`config.mk`:
```
export PLATFORM = sky130hd
export DESIGN_NAME = eprom_ctrl_top
export DESIGN_NICKNAME = d
export VERILOG_FILES = /design/src/rtl/eprom_pkg.sv /design/src/rtl/eprom_sync.sv /design/src/rtl/eprom_mode_dec.sv /design/src/rtl/eprom_array.sv /design/src/rtl/eprom_ctrl_top.sv
export SDC_FILE = /design/constraint.sdc
export NUM_CORES = 2
export LEC_CHECK = 0
export BUFFER_PORTS_ARGS = -buffer_cell sky130_fd_sc_hd__buf_2
export CORE_UTILIZATION = 25
export CTS_BUF_LIST = sky130_fd_sc_hd__clkbuf_2 sky130_fd_sc_hd__clkbuf_4 sky130_fd_sc_hd__clkbuf_8
export CTS_CLUSTER_DIAMETER = 150
export CTS_CLUSTER_SIZE = 20
export DETAILED_ROUTE_END_ITERATION = 8
export PLACE_DENSITY = 0.45
export SLEW_MARGIN = 10
export SYNTH_ARGS = -nofsm -noshare
export SYNTH_HDL_FRONTEND = slang
export SYNTH_SLANG_ARGS = --single-unit
```
`constraint.sdc`:
```
create_clock -name clk_i -period 2.06 [get_ports clk_i]
set_clock_uncertainty 0.2 [all_clocks]
set_input_delay 0.206 -clock clk_i [delete_from_list [all_inputs] [get_ports clk_i]]
set_output_delay 0.206 -clock clk_i [all_outputs]
set_load 0.01 [all_outputs]
```
`src/rtl/eprom_pkg.sv`:
```
`timescale 1ns/1ps
package eprom_pkg;
  typedef enum logic [2:0] {
    MODE_STANDBY = 3'd0,
    MODE_READ    = 3'd1,
    MODE_OUT_DIS = 3'd2,
    MODE_PROGRAM = 3'd3,
    MODE_VERIFY  = 3'd4,
    MODE_INHIBIT = 3'd5,
    MODE_SIG     = 3'd6,
    MODE_SIG_BAD = 3'd7
  } mode_e;

  localparam logic [7:0] SIG_MFR_CODE = 8'h20;
  localparam logic [7:0] SIG_DEV_CODE = 8'h44;

  function automatic logic mode_drives(mode_e m);
    return (m == MODE_READ) || (m == MODE_VERIFY) ||
           (m == MODE_SIG)  || (m == MODE_SIG_BAD);
  endfunction
endpackage

```
`src/rtl/eprom_sync.sv`:
```
`timescale 1ns/1ps
module eprom_sync #(
  parameter int unsigned   W       = 1,
  parameter int unsigned   STAGES  = 2,
  parameter logic [W-1:0]  RST_VAL = '0
) (
  input  logic         clk_i,
  input  logic         rst_ni,
  input  logic [W-1:0] d_i,
  output logic [W-1:0] q_o
);
  logic [STAGES-1:0][W-1:0] stg_q;

  always_ff @(posedge clk_i or negedge rst_ni) begin
    if (!rst_ni) begin
      for (int i = 0; i < int'(STAGES); i++) stg_q[i] <= RST_VAL;
    end else begin
      stg_q[0] <= d_i;
      for (int i = 1; i < int'(STAGES); i++) stg_q[i] <= stg_q[i-1];
    end
  end

  assign q_o = stg_q[STAGES-1];
endmodule

```
`src/rtl/eprom_mode_dec.sv`:
```
`timescale 1ns/1ps
module eprom_mode_dec
  import eprom_pkg::*;
#(
  parameter int unsigned ADDR_W  = 18,
  parameter int unsigned SIG_BIT = 9
) (
  input  logic              ce_n_i,
  input  logic              oe_n_i,
  input  logic              vpp_hi_i,
  input  logic              a9_hv_i,
  input  logic [ADDR_W-1:0] addr_i,
  output mode_e             mode_o
);
  // bits allowed to be nonzero during signature read
  localparam logic [ADDR_W-1:0] SIG_FREE = ADDR_W'(1) | (ADDR_W'(1) << SIG_BIT);

  logic sig_addr_ok;
  assign sig_addr_ok = ((addr_i & ~SIG_FREE) == '0);

  always_comb begin
    mode_o = MODE_OUT_DIS;
    if (!vpp_hi_i) begin
      if (ce_n_i)       mode_o = MODE_STANDBY;
      else if (oe_n_i)  mode_o = MODE_OUT_DIS;
      else if (a9_hv_i) mode_o = sig_addr_ok ? MODE_SIG : MODE_SIG_BAD;
      else              mode_o = MODE_READ;
    end else begin
      unique case ({ce_n_i, oe_n_i})
        2'b01:   mode_o = MODE_PROGRAM;
        2'b10:   mode_o = MODE_VERIFY;
        2'b11:   mode_o = MODE_INHIBIT;
        default: mode_o = MODE_OUT_DIS;
      endcase
    end
  end
endmodule

```
`src/rtl/eprom_array.sv`:
```
`timescale 1ns/1ps
module eprom_array #(
  parameter int unsigned DATA_W = 16,
  parameter int unsigned DEPTH  = 64,
  localparam int unsigned IDX_W = $clog2(DEPTH)
) (
  input  logic              clk_i,
  input  logic              rst_ni,
  input  logic              erase_i,
  input  logic              wr_i,
  input  logic [IDX_W-1:0]  wr_idx_i,
  input  logic [DATA_W-1:0] wr_data_i,
  input  logic [IDX_W-1:0]  rd_idx_i,
  output logic [DATA_W-1:0] rd_data_o
);
  logic [DATA_W-1:0] mem_q [DEPTH];

  for (genvar g = 0; g < int'(DEPTH); g++) begin : g_word
    always_ff @(posedge clk_i or negedge rst_ni) begin
      if (!rst_ni)                                      mem_q[g] <= '1;
      else if (erase_i)                                 mem_q[g] <= '1;
      else if (wr_i && (wr_idx_i == IDX_W'(g)))         mem_q[g] <= mem_q[g] & wr_data_i;
    end
  end

  assign rd_data_o = mem_q[rd_idx_i];
endmodule

```
`src/rtl/eprom_ctrl_top.sv`:
```
`timescale 1ns/1ps
module eprom_ctrl_top
  import eprom_pkg::*;
#(
  parameter int unsigned ADDR_W  = 18,
  parameter int unsigned DATA_W  = 16,
  parameter int unsigned DEPTH   = 64,
  parameter int unsigned SIG_BIT = 9,
  localparam int unsigned IDX_W  = $clog2(DEPTH)
) (
  input  logic              clk_i,
  input  logic              rst_ni,
  input  logic [ADDR_W-1:0] addr_i,
  input  logic              ce_ni,
  input  logic              oe_ni,
  input  logic              vpp_hi_i,
  input  logic              a9_hv_i,
  input  logic [DATA_W-1:0] data_i,
  input  logic              erase_all_i,
  output logic [DATA_W-1:0] data_o,
  output logic              data_oe_o,
  output logic [2:0]        mode_o
);
  // {vpp, a9, oe_n, ce_n}; reset to idle pins
  logic [3:0] ctl_s;
  eprom_sync #(.W(4), .STAGES(2), .RST_VAL(4'b0011)) u_sync (
    .clk_i (clk_i),
    .rst_ni(rst_ni),
    .d_i   ({vpp_hi_i, a9_hv_i, oe_ni, ce_ni}),
    .q_o   (ctl_s)
  );

  logic vpp_s, a9_s, oe_s, ce_s;
  assign {vpp_s, a9_s, oe_s, ce_s} = ctl_s;

  logic ce_q;
  always_ff @(posedge clk_i or negedge rst_ni) begin
    if (!rst_ni) ce_q <= 1'b1;
    else         ce_q <= ce_s;
  end

  // program pulse ends: commit on select rise
  logic prog_fire;
  assign prog_fire = ce_s & ~ce_q & oe_s & vpp_s;

  mode_e mode_d;
  eprom_mode_dec #(.ADDR_W(ADDR_W), .SIG_BIT(SIG_BIT)) u_dec (
    .ce_n_i  (ce_s),
    .oe_n_i  (oe_s),
    .vpp_hi_i(vpp_s),
    .a9_hv_i (a9_s),
    .addr_i  (addr_i),
    .mode_o  (mode_d)
  );

  logic [DATA_W-1:0] rd_word;
  eprom_array #(.DATA_W(DATA_W), .DEPTH(DEPTH)) u_array (
    .clk_i    (clk_i),
    .rst_ni   (rst_ni),
    .erase_i  (erase_all_i),
    .wr_i     (prog_fire),
    .wr_idx_i (addr_i[IDX_W-1:0]),
    .wr_data_i(data_i),
    .rd_idx_i (addr_i[IDX_W-1:0]),
    .rd_data_o(rd_word)
  );

  logic [DATA_W-1:0] data_d;
  always_comb begin
    unique case (mode_d)
      MODE_READ, MODE_VERIFY: data_d = rd_word;
      MODE_SIG:               data_d = DATA_W'(addr_i[0] ? SIG_DEV_CODE : SIG_MFR_CODE);
      default:                data_d = '0;
    endcase
  end

  mode_e             mode_q;
  logic              oe_q;
  logic [DATA_W-1:0] data_q;
  always_ff @(posedge clk_i or negedge rst_ni) begin
    if (!rst_ni) begin
      mode_q <= MODE_STANDBY;
      oe_q   <= 1'b0;
      data_q <= '0;
    end else begin
      mode_q <= mode_d;
      oe_q   <= mode_drives(mode_d);
      data_q <= data_d;
    end
  end

  assign data_o    = data_q;
  assign data_oe_o = oe_q;
  assign mode_o    = mode_q;
endmodule

```
# Word level (Yosys, flattened, before mapping)
# Cells that the tools add are included.
# word_totals
wordCells	483
output_inout_bits	20
inputBits	41
regBits	1053
# classes
bitwise_logic	69
n_mux	139
reduce_logical	134
n_eq_ne	70
order_cmp	1
# ops
cell	count
16-bit two-way mux	130
16-bit bitwise AND	64
6-bit equality test, second input constant	32
2-bit nonzero test	64
16-bit binary-select mux with 6-bit select	1
6-bit by 5-bit equality test with 1-bit output, second input constant	16
1-bit logical AND	64
6-bit by 4-bit equality test with 1-bit output, second input constant	8
16-bit case mux with 2 select lines	1
6-bit by 3-bit equality test with 1-bit output, second input constant	4
18-bit zero test	1
6-bit by 2-bit equality test with 1-bit output, second input constant	2
3-bit two-way mux	4
3-bit equality test, second input constant	3
3-bit case mux with 3 select lines	1
7-bit greater-or-equal comparator, second input constant	1
7-bit two-way mux	1
6-bit inverter with 7-bit output	1
6-bit by 1-bit equality test with 1-bit output, second input constant	1
6-bit zero test	1
2-bit equality test, second input constant	2
1-bit bitwise AND	3
3-bit by 1-bit equality test with 1-bit output, second input constant	1
1-bit logical OR	3
4 further kinds	4

# Longest topological paths before layout
# depth
ltp_word	10
depth_mapped	10
depth_no_buf	6

# Modules after synthesis
# Synthesis repeated with hierarchy kept, for this count alone.
# unflattened
hier_cells	4238
hier_area_um2	49506.2
# by_module_without_submodules
module	area_each_um2	n_inst	seq_area_each_um2	cells_each
eprom_array	48396.4	1	26905.8	4159
eprom_ctrl_top	793.3	1	526.8	52
eprom_sync	235.2	1	205.2	12
eprom_mode_dec	81.3	1	0.0	15

# Least setup slack after synthesis
# No wires, ideal clock.
# synth_path
kind	input to register
from	input port addr_i[1]
to	register data_q[10], in the netlist data_o[10]
required_ns	1.718
setup_slack_ns	-0.174
setup_time_ns	0.142
stages	7
t_arrival_ns	1.891
path_buffers	3
path_cell_list	buf_2 -> buf_2 -> buf_1 -> mux4_2 -> mux4_2 -> nand4_1 -> o221ai_1
# synth_between
elab_chain_len	9
elab_cells_between_ends	15
cone_classes	eq/ne (3); mux (9); bitwise (1); reduce/logical (2)
# synth_rtl
item	line	source
start, declared	eprom_ctrl_top.sv:13	input logic [ADDR_W-1:0] addr_i,
18-bit zero test	eprom_mode_dec.sv:19	assign sig_addr_ok = ((addr_i & ~SIG_FREE) == '0);
1-bit two-way mux	eprom_mode_dec.sv:26	else if (a9_hv_i) mode_o = sig_addr_ok ? MODE_SIG : MODE_SIG_BAD;
3-bit two-way mux	eprom_mode_dec.sv:26	
3-bit two-way mux	eprom_mode_dec.sv:25	else if (oe_n_i) mode_o = MODE_OUT_DIS;
3-bit two-way mux	eprom_mode_dec.sv:24	if (ce_n_i) mode_o = MODE_STANDBY;
3-bit two-way mux	eprom_mode_dec.sv:23	if (!vpp_hi_i) begin
3-bit by 1-bit equality test with 1-bit output or 3-bit equality test (tied branches)	eprom_ctrl_top.sv:70	unique case (mode_d)
2-bit OR reduction	eprom_ctrl_top.sv:70	
16-bit case mux with 2 select lines *	eprom_ctrl_top.sv:70	
via data_d[10]	eprom_ctrl_top.sv:68	logic [DATA_W-1:0] data_d;
end signal, assigned	eprom_ctrl_top.sv:88	data_q <= data_d;
end, declared	eprom_ctrl_top.sv:79	logic [DATA_W-1:0] data_q;
# Mark *: on every way through the listed nets, which the timed path passes. The rest lies on a longest branch. The select of a mux whose other input is x is not followed.
# A chain may end at the register's enable or synchronous reset.

# Worst setup path after layout
# layout_path
from	input port addr_i[2]
to	register data_q[2], in the netlist data_o[2]
# Same word-level chain as after synthesis.

==> impl_metrics.py <==
metrics = {
    "run": {
        "cap_violations": 0,
    },
    "grt": {
        "first_global_vias": 34757,
        "overflow": 0,
        "antenna_found_initial": 5,
        "grt_pass1_wl_um": 245000,
        "grt_max_degree": 126,
        "grt_usage_pct": 16.4,
    },
    "synth": {
        "synthTopCellsByArea": "dfstp_2 (55%), nand2b_1 (13%), mux4_2 (13%)",
        "yosysMostFrequentCell": "nand2b_1",
        "netlist-cell-type-count": 46,
        "ys_seq_area_share_pct": 56.4,
        "synth-edff-count": 0,
        "synth_top_area_share_pct": 55.2,
        "synth_top_area_cell": "dfstp_2",
        "synth_warnings": 0,
        "postSynthAreaPerCell_um2": 11.9,
        "async_flop_share_pct": 100,
        "ys_ff_latch": 1053,
        "synthTopCellsByCount": "nand2b_1 (1031), dfstp_2 (1029), o21ai_0 (966)",
        "syn_nets": 4147,
        "synth_cells": 4106,
        "synth_area_um2": 49000,
        "synth_flop_cell": "dfstp_2",
    },
    "worst_setup_path": {
        "arrival_ps": 2690,
        "end_kind": "flop",
        "crit_chain": "dlygate4sd3_1 -> buf_4 -> or2_0 -> buf_4 -> nor3_1 -> a311oi_1 -> buf_4 -> nand4_1 -> o211ai_1 -> o21ai_1",
        "path_delay_family": "buffers and inverters",
        "critPathRequiredTime_ps": 2590,
        "startpoint_type": "input pin",
        "slowest_delay_ps": 540,
        "timing_worst_setup_path_type": "in2reg",
        "crit_fanout": 7,
        "worst-path-buf-inv": 4,
        "path_common_cell": "buf_4",
        "slowest_stage": "dlygate4sd3_1",
    },
    "floorplanning": {
        "coreArea_um2": 195000,
        "pin_count": 61,
        "initial_core_util_pct": 25.1,
        "rows": 162,
        "die_x_um": 445,
        "die_h_um": 445,
        "die_area_um2": 198000,
    },
    "placed_design": {
        "hpwlAfterDp_um": 100000,
        "io_buffers": 59,
        "placedInstanceArea_um2": 55600,
        "placedCellCount": 6763,
        "routabilityCongestion": 0.782,
    },
    "run_status": {
        "violations": "setup timing",
        "status": "finished with violations",
    },
    "sta": {
        "tightest_slew_ps": 741,
        "setup_viol_count_final": 197,
        "min_period_ps": 2160,
        "relSlewSlack_pct": 50.4,
        "rsz0062_at_grt": "yes",
        "fmax_mhz": 463,
        "setup_slack_ps": -100,
        "timing.final.crit_share_pct": 105,
        "fin_hold_ws_ps": 75.5,
        "hold_violations": 0,
        "slew_violations": 0,
    },
    "power_and_ir_drop": {
        "power.net_switching_uw": 9090,
        "clkPwrFrac_pct": 28.6,
        "pwr-share-seq_pct": 61.2,
        "p_int_uw": 25000,
        "power.density_nw_per_um2": 587,
        "swShare_pct": 26.6,
        "leakagePower_uw": 0.0198,
        "combPwrFrac_pct": 10.2,
        "ir_drop_mv": 0.481,
    },
    "clock_tree": {
        "clock_latency_ps": 840,
        "h-tree-depth": 2,
        "clockRootBuffer": "clkbuf_8",
        "cts_buffers": 58,
        "cts_tree": "built",
        "clockBufferDepth": 3,
        "clk_pin_slew_worst_paths_ps": 140,
        "cts.sinks": 1053,
    },
    "min_path": {
        "hold_path.class": "in2async",
    },
    "detailed_routing": {
        "vias_per_cell": 4.76,
        "wirelength_um": 163000,
        "post_drt_wl_per_cell_um": 23.7,
        "first_pass_iters": 5,
        "drt-initial-drc-count": 2340,
        "drcViolationCount": 0,
        "num_vias": 32754,
        "ant_nets": 0,
    },
    "final_layout": {
        "drive_above_1_share_pct": 49.6,
        "area_growth_pct": 18.8,
        "nets": 4277,
        "final_cells": 6874,
        "fin_area_um2": 58200,
    },
}
==> power groups by stage <==
stage          clock [µW]  combinational [µW]  sequential (µW)
6_report             9760                3470            20900
3_3_place_gp            0                3340            21200
3_5_place_dp            0                3320            21200
4_1_cts             10300                3500            20900
5_1_grt             10900                3710            20900
2_1_floorplan           0                1440            21200
==> cells in the final DEF, fill, tap and decap left out, types with 16 or more instances in the layout <==
cell and instances:
a22oi_1 37, dfrtp_1 20, nand2_1 60, buf_4 203
nand2b_1 1030, clkbuf_8 61, mux4_2 273, nand2_2 37
a22oi_2 17, o21ai_2 203, nand4_1 16, o21ai_1 388
nor2_1 18, dlygate4sd3_1 41, buf_2 53, o21ai_0 436
buf_12 148, dfstp_2 1029
==> cells by family (layout without fill, tap and decap cells) <==
| logic type | after synthesis | count (layout) | synth area share, % |
|---|---|---|---|
| compound gates | 1145 | 1145 | 12.2 |
| mux | 298 | 298 | 13.1 |
| other cells | 0 | 1 | 0 |
| flops | 1053 | 1053 | 56.4 |
| buf+inv | 403 | 546 | 3.46 |
| simple gates | 1207 | 1207 | 14.8 |
==> worst min-delay path, cell delays in order <==
cell and delay (ps):
dlygate4sd3_1 570, buf_8 320, buf_12 400
==> path summary, 6_finish.rpt <==
path | from | end | slack [ps] | cells past startpoint
max | addr_i[2] | data_o[2] | -100 | 10
min | rst_ni | data_o[2] | 80 | 3
max reg2reg | u_array.mem_q[260] | data_o[4] | -70 | 6
min reg2reg | u_sync.stg_q[1] | u_sync.q_o[1] | 160 | 0
max in group asynchronous | rst_ni | u_array.mem_q[17] | 190 | 4
min in group clk_i | addr_i[5] | data_o[14] | 80 | 5
==> per-stage QoR <==
step	setup WS, ps	total power [µW]	setup TNS [ps]	util (%)
2_1_floorplan	-105	22600	-14490	-
3_3_place_gp	-1160	24600	-331690	28.5
3_5_place_dp	-1170	24500	-334490	28.5
4_1_cts	-55.7	34700	-6540	29.5
5_1_grt	-145	35500	-72730	29.9
6_report	-100	34100	-2920	29.9
==> cell type report <==
cell class	count	area (µm²)
fillers	19579	137000
clock buffers	72	922
clock inverters	1	8.76
multi-input cells	2650	20900
well taps	2624	3280
diodes	1	2.50
inverters	13	48.8
repair buffers	460	5380
flip-flops and latches	1053	27600
==> layer usage <==
layer | up-vias | GRT usage, % | part of all wire, %
met1 | 17528 | 23.0 | 46
met5 | - | 0 | 0
met2 | 543 | 27.4 | 49
met4 | 0 | 3.84 | 2.1
met3 | 151 | 1.42 | 2.9
li1 | 14532 | - | -
==> registers in the layout, summed over array words and instances, names as in the netlist <==
| register | flops |
|---|---|
| mode_o | 3 |
| u_sync.stg_q | 4 |
| data_oe_o | 1 |
| ce_q | 1 |
| data_o | 16 |
| u_sync.q_o | 4 |
| u_array.mem_q | 1024 |
==> what timing repair did <==
item / 4_1_cts / 5_1_grt
endpoints found under the hold margin: 2097 / 0
buffers inserted: 5 / 0
hold buffers: 41 / 0
resized for setup: 487 / 361
pin swaps: 35 / 3
endpoints found under the setup margin: 820 / 997
cloned: 1 / 1
Note: power is estimated with default switching activity, not from simulation.
